===== config.mk =====
export PLATFORM = sky130hd
export DESIGN_NAME = pat_finder
export DESIGN_NICKNAME = d
export VERILOG_FILES = /design/src/rtl/pat_finder_pkg.sv /design/src/rtl/pf_envelope.sv /design/src/rtl/pf_select.sv /design/src/rtl/pf_bend.sv /design/src/rtl/pat_finder.sv
export SDC_FILE = /design/constraint.sdc
export NUM_CORES = 2
export LEC_CHECK = 0
export ABC_AREA = 1
export BUFFER_PORTS_ARGS = -buffer_cell sky130_fd_sc_hd__buf_2
export CAP_MARGIN = 25
export CORE_MARGIN = 2
export CORE_UTILIZATION = 60
export CTS_BUF_LIST = sky130_fd_sc_hd__clkbuf_8
export CTS_CLUSTER_DIAMETER = 50
export DETAILED_ROUTE_END_ITERATION = 8
export PLACE_DENSITY = 0.85
export RECOVER_POWER = 100
export SLEW_MARGIN = 20
export SYNTH_ARGS = -nofsm -noshare
export SYNTH_HDL_FRONTEND = slang
export SYNTH_SLANG_ARGS = --single-unit

===== constraint.sdc =====
create_clock -name clk -period 63.6 [get_ports clk]
set_clock_uncertainty 0.05 [all_clocks]
set_input_delay 0 -clock clk [delete_from_list [all_inputs] [get_ports clk]]
set_output_delay 0 -clock clk [all_outputs]
set_load 0.03 [all_outputs]

===== src/rtl/pat_finder_pkg.sv =====
package pat_finder_pkg;

    localparam int NLAYERS = 6;

    // Per layer: [0] = column k-1, [1] = column k, [2] = column k+1
    typedef logic [NLAYERS-1:0][2:0] env_t;

    typedef struct packed {
        logic       valid;
        logic [2:0] nlay;
        logic [2:0] ncen;
        env_t       env;
    } cand_t;

    function automatic logic [2:0] env_layer_count(input env_t e);
        logic [2:0] c;
        c = 3'd0;
        for (int l = 0; l < NLAYERS; l++)
            if (|e[l]) c = c + 3'd1;
        return c;
    endfunction

    function automatic logic [2:0] env_centre_count(input env_t e);
        logic [2:0] c;
        c = 3'd0;
        for (int l = 0; l < NLAYERS; l++)
            if (e[l][1]) c = c + 3'd1;
        return c;
    endfunction

    function automatic logic [3:0] env_bend(input env_t e);
        logic [2:0] nl;
        logic [2:0] nr;
        nl = 3'd0;
        nr = 3'd0;
        for (int l = 0; l < NLAYERS; l++) begin
            if (!e[l][1]) begin
                if (e[l][0])      nl = nl + 3'd1;
                else if (e[l][2]) nr = nr + 3'd1;
            end
        end
        if (nl == nr)     return 4'd0;
        else if (nr > nl) return {1'b0, nr - nl};
        else              return {1'b1, nl - nr};
    endfunction

endpackage


===== src/rtl/pf_envelope.sv =====
module pf_envelope
    import pat_finder_pkg::*;
#(
    parameter int N_KEYS    = 32,
    parameter int KEY_LAYER = 4
) (
    input  logic                          clk,
    input  logic                          rst,
    input  logic [NLAYERS-1:0][N_KEYS-1:0] hits_i,
    input  logic [N_KEYS-1:0]             cell_en_i,
    output env_t                          envs_o [N_KEYS]
);

    logic [NLAYERS-1:0][N_KEYS-1:0] masked;
    env_t                           env_c [N_KEYS];

    for (genvar l = 0; l < NLAYERS; l++) begin : g_mask
        assign masked[l] = hits_i[l] & cell_en_i;
    end

    for (genvar k = 0; k < N_KEYS; k++) begin : g_key
        for (genvar l = 0; l < NLAYERS; l++) begin : g_lay
            assign env_c[k][l][1] = masked[l][k];
            if (l == KEY_LAYER) begin : g_keylay
                assign env_c[k][l][0] = 1'b0;
                assign env_c[k][l][2] = 1'b0;
            end else begin : g_wide
                if (k == 0) begin : g_lo_edge
                    assign env_c[k][l][0] = 1'b0;
                end else begin : g_lo
                    assign env_c[k][l][0] = masked[l][k-1];
                end
                if (k == N_KEYS-1) begin : g_hi_edge
                    assign env_c[k][l][2] = 1'b0;
                end else begin : g_hi
                    assign env_c[k][l][2] = masked[l][k+1];
                end
            end
        end
    end

    always_ff @(posedge clk) begin
        for (int k = 0; k < N_KEYS; k++) begin
            if (rst) envs_o[k] <= '0;
            else     envs_o[k] <= env_c[k];
        end
    end

endmodule


===== src/rtl/pf_select.sv =====
module pf_select
    import pat_finder_pkg::*;
#(
    parameter int N_KEYS = 32,
    localparam int KW    = $clog2(N_KEYS)
) (
    input  logic          clk,
    input  logic          rst,
    input  env_t          envs_i [N_KEYS],
    input  logic [2:0]    thresh_i,
    input  logic          distrip_i,
    output logic          valid_o,
    output logic [KW-1:0] idx_o,
    output logic [2:0]    nlay_o,
    output env_t          env_o,
    output logic          distrip_o
);

    cand_t         best;
    logic [KW-1:0] best_idx;

    always_comb begin
        best     = '0;
        best_idx = '0;
        for (int k = 0; k < N_KEYS; k++) begin
            cand_t c;
            c.env   = envs_i[k];
            c.nlay  = env_layer_count(envs_i[k]);
            c.ncen  = env_centre_count(envs_i[k]);
            c.valid = (c.nlay >= thresh_i);
            if (c.valid && (!best.valid || c.nlay > best.nlay ||
                            (c.nlay == best.nlay && c.ncen > best.ncen))) begin
                best     = c;
                best_idx = KW'(k);
            end
        end
    end

    always_ff @(posedge clk) begin
        if (rst) begin
            valid_o   <= 1'b0;
            idx_o     <= '0;
            nlay_o    <= '0;
            env_o     <= '0;
            distrip_o <= 1'b0;
        end else begin
            valid_o   <= best.valid;
            idx_o     <= best_idx;
            nlay_o    <= best.nlay;
            env_o     <= best.env;
            distrip_o <= distrip_i;
        end
    end

endmodule


===== src/rtl/pf_bend.sv =====
module pf_bend
    import pat_finder_pkg::*;
#(
    parameter int N_KEYS  = 32,
    parameter int LATENCY = 3,
    localparam int KW     = $clog2(N_KEYS),
    localparam int KOW    = KW + 2,
    localparam int RW     = 1 + KOW + 3 + 4,
    localparam int EXTRA  = LATENCY - 3
) (
    input  logic           clk,
    input  logic           rst,
    input  logic           valid_i,
    input  logic [KW-1:0]  idx_i,
    input  logic [2:0]     nlay_i,
    input  env_t           env_i,
    input  logic           distrip_i,
    output logic           valid_o,
    output logic [KOW-1:0] key_o,
    output logic [2:0]     nlayers_o,
    output logic [3:0]     bend_o
);

    logic [KOW-1:0] key_c;
    logic [RW-1:0]  res_q;
    logic [RW-1:0]  res_out;

    assign key_c = distrip_i ? {idx_i, 2'b00} : {2'b00, idx_i};

    always_ff @(posedge clk) begin
        if (rst || !valid_i) res_q <= '0;
        else                 res_q <= {1'b1, key_c, nlay_i, env_bend(env_i)};
    end

    if (EXTRA == 0) begin : g_direct
        assign res_out = res_q;
    end else begin : g_delay
        logic [RW-1:0] dly_q [EXTRA];
        always_ff @(posedge clk) begin
            for (int i = 0; i < EXTRA; i++) begin
                if (rst)         dly_q[i] <= '0;
                else if (i == 0) dly_q[i] <= res_q;
                else             dly_q[i] <= dly_q[i-1];
            end
        end
        assign res_out = dly_q[EXTRA-1];
    end

    assign {valid_o, key_o, nlayers_o, bend_o} = res_out;

endmodule


===== src/rtl/pat_finder.sv =====
module pat_finder
    import pat_finder_pkg::*;
#(
    parameter int N_KEYS    = 32,
    parameter int KEY_LAYER = 4,
    parameter int LATENCY   = 3,
    localparam int KW       = $clog2(N_KEYS),
    localparam int KOW      = KW + 2
) (
    input  logic                    clk,
    input  logic                    rst,
    input  logic [6*N_KEYS-1:0]     hits_i,
    input  logic [N_KEYS-1:0]       cell_en_i,
    input  logic [2:0]              thresh_i,
    input  logic                    distrip_i,
    output logic                    valid_o,
    output logic [KOW-1:0]          key_o,
    output logic [2:0]              nlayers_o,
    output logic [3:0]              bend_o
);

    env_t          envs_q [N_KEYS];
    logic [2:0]    thr_q;
    logic          ds_q;
    logic          sel_valid;
    logic [KW-1:0] sel_idx;
    logic [2:0]    sel_nlay;
    env_t          sel_env;
    logic          sel_ds;

    // Stage 1: window extraction, with the controls aligned to it
    pf_envelope #(.N_KEYS(N_KEYS), .KEY_LAYER(KEY_LAYER)) u_env (
        .clk       (clk),
        .rst       (rst),
        .hits_i    (hits_i),
        .cell_en_i (cell_en_i),
        .envs_o    (envs_q)
    );

    always_ff @(posedge clk) begin
        if (rst) begin
            thr_q <= '0;
            ds_q  <= 1'b0;
        end else begin
            thr_q <= thresh_i;
            ds_q  <= distrip_i;
        end
    end

    // Stage 2: winner selection
    pf_select #(.N_KEYS(N_KEYS)) u_sel (
        .clk       (clk),
        .rst       (rst),
        .envs_i    (envs_q),
        .thresh_i  (thr_q),
        .distrip_i (ds_q),
        .valid_o   (sel_valid),
        .idx_o     (sel_idx),
        .nlay_o    (sel_nlay),
        .env_o     (sel_env),
        .distrip_o (sel_ds)
    );

    // Stage 3: bend lookup on the winner, then optional extra delay
    pf_bend #(.N_KEYS(N_KEYS), .LATENCY(LATENCY)) u_bend (
        .clk       (clk),
        .rst       (rst),
        .valid_i   (sel_valid),
        .idx_i     (sel_idx),
        .nlay_i    (sel_nlay),
        .env_i     (sel_env),
        .distrip_i (sel_ds),
        .valid_o   (valid_o),
        .key_o     (key_o),
        .nlayers_o (nlayers_o),
        .bend_o    (bend_o)
    );

endmodule


Yosys cells after proc, flatten, opt, wreduce, memory -nomap -nowiden
Index checks and enable logic that the tools add are counted.

word-level totals
  register bits = 623
  latch bits = 0
  RAM bits = 0
  ROM bits = 0
  bits of input ports = 230
  output and inout bits = 15
  logic and storage cells = 1562
  memories kept = 0

cells by class
  add/subtract/negate cells = 332
  $mul = 0
  div/mod/pow operators = 0
  order comparisons = 95
  eq/ne operators = 32
  shift operators = 0
  multiplexer cells = 493
  bitwise operators = 7
  reduce and logical (&&, ||, !) cells = 352

operators with widths
  kind                                          number
  two-way mux 3 bit                             364
  two-way mux 25 bit                            32
  adder 3 x 1 -> 3 bit (second input constant)  266
  OR reduction 3 bit                            192
  AND 32 bit                                    6
  greater-than comparator 3 bit                 63
  adder 1 x 1 -> 2 bit (second input constant)  64
  == test 3 bit                                 32
  >= comparator 3 bit                           32
  two-way mux 5 bit                             16
  two-way mux 1 bit                             67
  logical OR 1 bit                              63
  logical AND 1 bit                             62
  two-way mux 4 bit                             10
  logical NOT 1 bit                             32
  two-way mux 15 bit                            1
  two-way mux 7 bit                             1
  OR reduction 2 bit                            3
  subtractor 3 bit                              2
  two-way mux 2 bit                             2
  NOT 1 bit                                     1

Longest topological paths before layout
  depth in word-level cells = 169
  mapped depth = 372
  mapped depth without buffers = 361

Modules after synthesis
Synthesis repeated with hierarchy kept, for this count alone.

unflattened totals
  cells, all modules = 6104
  area total of the unflattened synthesis = 39346.5 um^2

by module, submodules not included
  module       times used  cells each  area each (um^2)  seq. area each (um^2)
  pf_select    1           4918        29547.1           560.5
  pf_envelope  1           982         8401.8            3843.7
  pf_bend      1           192         1287.5            300.3
  pat_finder   1           12          110.1             80.1

Least setup slack after synthesis
Ideal clock, no wire load.

  kind = reg2reg
  start point = reg u_env.envs_o[540] (netlist bit)
  end point = reg u_sel.idx_o[3]
  setup time = 0.123 ns
  arrival = 46.116 ns
  data required time = 63.427 ns
  slack = 17.311 ns
  stages on the path, launching flop included = 355
  path buffers = 35
  clock period less this slack = 46.289 ns
  cell sequence = dfxtp_1 -> nor2_1 -> inv_1 -> ha_1 -> or2_2 -> o21ai_0 -> inv_1 -> ha_1 -> nor2_1 -> o21bai_1 -> nand2_1 -> nand3_1 -> nand2_1 -> ha_1 -> nand2_1 -> xor2_1 -> xor2_1 -> xnor2_1 -> [319 not listed] -> a21oi_1 -> o21ai_1 -> nand2_1 -> buf_2 -> clkbuf_1 -> nand3_1 -> o21ai_1 -> ha_1 -> a21oi_1 -> o21ai_0 -> a41oi_1 -> nand2_2 -> nand2_4 -> inv_2 -> nor2_1 -> inv_2 -> o41ai_1 -> inv_1

on the way
  longest elaborated chain between the ends = 167
  elaborated cells between the ends (all ways) = 313
  those cells by class = add/sub: 5; order compare: 62; eq/ne: 31; mux: 60; reduce/logical: 155

RTL lines
  element                                                       line                              text
  start, declared                                               pf_envelope.sv:11                 output env_t envs_o [N_KEYS]
  start signal, assigned by index                               pf_envelope.sv:45                 else envs_o[k] <= env_c[k];
  OR reduction 3 bit *                                          pat_finder_pkg.sv:19              if (|e[l]) c = c + 3'd1;
  two-way mux 1 bit *                                           pat_finder_pkg.sv:19
  adder 1 x 1 -> 2 bit                                          pat_finder_pkg.sv:19
  two-way mux 3 bit *                                           pat_finder_pkg.sv:19
  adder 3 x 1 -> 3 bit                                          pat_finder_pkg.sv:19
  two-way mux 3 bit *                                           pat_finder_pkg.sv:19
  adder 3 x 1 -> 3 bit                                          pat_finder_pkg.sv:19
  two-way mux 3 bit *                                           pat_finder_pkg.sv:19
  [151 not listed]                                              --
  logical OR 1 bit                                              pf_select.sv:31                   if (c.valid && (!best.valid || c.nlay > best.nlay ||
  logical AND 1 bit                                             pf_select.sv:31
  two-way mux 25 bit                                            pf_select.sv:31
  greater-than comparator 3 bit (tied with other cells)         pf_select.sv:31
  logical OR 1 bit / logical AND 1 bit (equally long branches)  pf_select.sv:31, pf_select.sv:32
  logical OR 1 bit                                              pf_select.sv:31
  logical AND 1 bit                                             pf_select.sv:31
  two-way mux 5 bit *                                           pf_select.sv:31
  end signal, assigned                                          pf_select.sv:48                   idx_o <= best_idx;
  end, declared                                                 pf_select.sv:13                   output logic [KW-1:0] idx_o,

Every way passes the cells marked *; elsewhere a longest branch is shown, timed or not.
A chain may end at the register's enable or synchronous reset.

Worst setup path after layout
  start point = reg u_env.envs_o[543] (netlist bit)
  end point = reg u_sel.env_o[3] (netlist bit)

on the way
  longest elaborated chain between the ends = 165
  elaborated cells between the ends (all ways) = 288
  those cells by class = add/sub: 4; order compare: 62; eq/ne: 31; mux: 36; reduce/logical: 155

RTL lines
  element                                                       line                              text
  OR reduction 3 bit                                            pat_finder_pkg.sv:19
  two-way mux 3 bit                                             pat_finder_pkg.sv:19
  adder 3 x 1 -> 3 bit                                          pat_finder_pkg.sv:19
  two-way mux 3 bit                                             pat_finder_pkg.sv:19
  adder 3 x 1 -> 3 bit                                          pat_finder_pkg.sv:19
  two-way mux 3 bit                                             pat_finder_pkg.sv:19
  adder 3 x 1 -> 3 bit                                          pat_finder_pkg.sv:19
  two-way mux 3 bit                                             pat_finder_pkg.sv:19
  [149 not listed]                                              --
  logical OR 1 bit                                              pf_select.sv:31
  logical AND 1 bit                                             pf_select.sv:31
  two-way mux 25 bit *                                          pf_select.sv:31
  greater-than comparator 3 bit (tied with other cells)         pf_select.sv:31
  logical OR 1 bit / logical AND 1 bit (equally long branches)  pf_select.sv:31, pf_select.sv:32
  logical OR 1 bit                                              pf_select.sv:31
  logical AND 1 bit                                             pf_select.sv:31
  two-way mux 25 bit *                                          pf_select.sv:31
  end signal, assigned                                          pf_select.sv:50                   env_o <= best.env;
  end, declared                                                 pf_select.sv:15                   output env_t env_o,

Marked as above.

==> impl_metrics.ini <==
[outcome]
outcome = finished with violations
violations = max-capacitance violations, max-slew violations

[routing]
routed_wl_mm = 135
final_antenna_net_count = 0
drt_first_iter_violations = 4864
routedWlPerCell_um = 19.7
first_pass_iters = 9
post-route-drc-count = 0
vias = 41460
viasPerCell = 6.07

[critical_path]
cpMostUsedCell = nand2_1
max_stage_delay_ns = 0.45
crit_fanout = 40
cp.required_ns = 64.08
criticalPathCategory = reg -> reg
start_kind = flop
crit_slowest_cell = o21ai_0
cp.arrival_ns = 58.03
end_kind = flop

[floorplan]
ios = 245
die_x_um = 245
die_h_um = 245
start_util_pct = 60.6
core-area_um2 = 57700
rows = 88
dieArea_um2 = 60300

[timing]
setup_ws_ns = 6.05
fin_tns_setup_ns = 0
period_minus_slack_ns = 57.55
final_hold_viol_count = 0
holdWs_ns = 0.0748
timing.fmax_ghz = 0.0174
min_period_over_period_pct = 90.5
finalMaxSlewViolations = 212
worst_slew_pin_slew_ns = 4.28
timing.slew.headroom_pct = -185
setup_viol = 0

[logic_synthesis]
netlist_area_um2 = 35000
ys_seq_area_share_pct = 13.5
syn_area_per_cell_um2 = 6.41
synth_top_area_share_pct = 21.9
synth_cell_type_count = 53
async_reset_ff_share_pct = 0
yosys.area.top_type = ha_1
ys.flop_type = dfxtp_1
synth_edf_count = 0
synth_area_leaders = ha_1, nand2_1, dfxtp_1, xor2_1, inv_1
synth.ff_latch_count = 236
ys_top_cells_by_count = nand2_1, ha_1, inv_1
synth_nets = 6302
yosys_warnings = 0
yosysMostFrequentCell = nand2_1
netlist_instances = 5458

[layout]
area_growth_syn_to_layout_pct = 20.4
fin_nets = 6859
stdcell_count = 6825
drive_above_1_share_pct = 7.94

[clock_network]
cts_root_buf = clkbuf_8
clockBufferDepth = 3
cts.clk_slew.worst_paths_ns = 0.07
cts_buffers = 42
cts_tree = done
htreeDepth = 2
cts_sinks = 236
clk_latency_ns = 0.68

[placed_design]
pre_cts_ws_ns = 0.427
dp_hpwl_mm = 85.0
gp_congestion = 1.02
port-buffer-count = 244
dpl.cell_count = 6275

[hold_path]
hp-class = in -> reg

[global_route]
grt_max_degree = 82
grt_pass1_vias = 40616
grt.overflow.total = 0
grt_pass1_wl_mm = 212
grt_usage_pct = 43.9
antenna_found_initial = 17

[job]
cap_violations = 3
==> cell usage in the layout (no fill, tap or decap), types with 84 or more instances in the layout <==
cell	Yosys	layout
nand2_1	1406	1386
ha_1	612	612
inv_1	590	599
dlygate4sd3_1	0	457
nor2_1	411	411
nand3_1	394	393
xor2_1	382	382
o21ai_0	297	296
dfxtp_1	236	235
buf_2	2	228
a21oi_1	219	219
nor3_1	126	127
a31oi_1	102	102
or2_2	84	84
==> registers in the layout, summed over array words and instances (netlist names) <==
register and flops:
u_env.envs_o 192, u_bend.res_out 15, u_sel.env_o 15, u_sel.idx_o 5
thr_q 3, u_sel.nlay_o 3, ds_q 1, u_sel.distrip_o 1
u_sel.valid_o 1
==> cell families (layout without fill, tap and decap cells) <==
logic type,count (synthesis),in the layout,synth area share [%]
AO/OA/AOI/OAI,830,830,13.9
XOR/XNOR,424,424,10.6
adder cells (fa/ha/maj),614,614,22.0
buffers and inverters,809,1398,8.71
flip-flops,236,236,13.5
multiplexers,40,40,1.29
other,0,13,0
AND/OR/NAND/NOR,2505,2505,30.0
==> final cells by class <==
type / instances / area [um2]
Antenna cell: 13 / 32.5
Clock buffer: 50 / 688
Clock inverter: 26 / 264
Fill cell: 4339 / 15500
Inverter: 603 / 2280
Multi-Input combinational cell: 4413 / 27300
Sequential cell: 236 / 4730
Tap cell: 765 / 957
Timing Repair Buffer: 719 / 5910
==> critical path, delay by kind of cell, from the launching register on <==
family,cells,cell delay [ns]
simple gates,166,22.00
fa+ha+maj,35,9.22
compound gates,93,14.06
buf+inv,52,11.08
xor+xnor,3,0.50
flops,1,0.35
==> path summary, 6_finish.rpt <==
kind / startpoint / end / slack, ns / cells past startpoint
setup / recovery: u_env.envs_o[543]$_SDFF_PP0_ / u_sel.env_o[3]$_SDFF_PP0_ / 6.05 / 349
hold / removal: distrip_i / ds_q$_SDFF_PP0_ / 0.07 / 4
setup reg to reg: u_env.envs_o[543]$_SDFF_PP0_ / u_sel.env_o[3]$_SDFF_PP0_ / 6.05 / 349
hold reg to reg: u_sel.nlay_o[2]$_SDFF_PP0_ / u_bend.res_out[6]$_SDFF_PN0_ / 0.39 / 2
==> per-stage QoR <==
step | instance area [um2] | utilization, %
floorplan | 35000 | -
global placement | 36500 | 63.3
detailed placement | 36500 | 63.3
CTS | 42000 | 72.8
global route | 42100 | 73.0
finish | 42100 | 73.0
==> metal layers <==
metal | GRT usage, % | share of wire [%] | vias up
li1 | - | - | 19175
met1 | 50.3 | 37 | 18481
met2 | 70.5 | 44 | 2809
met3 | 12.4 | 11 | 983
met4 | 30.3 | 8.1 | 12
met5 | 0.490 | 0.086 | -
==> timing repair <==
item                       4_1_cts  5_1_grt
setup endpoints to repair        0       23
hold buffers                   457        0
resized for setup                0       30
setup buffers                    0        3
hold endpoints to repair       209        0
Power is not shown: default switching activity piles up to over one toggle a cycle in this logic, so the estimate is an artifact.
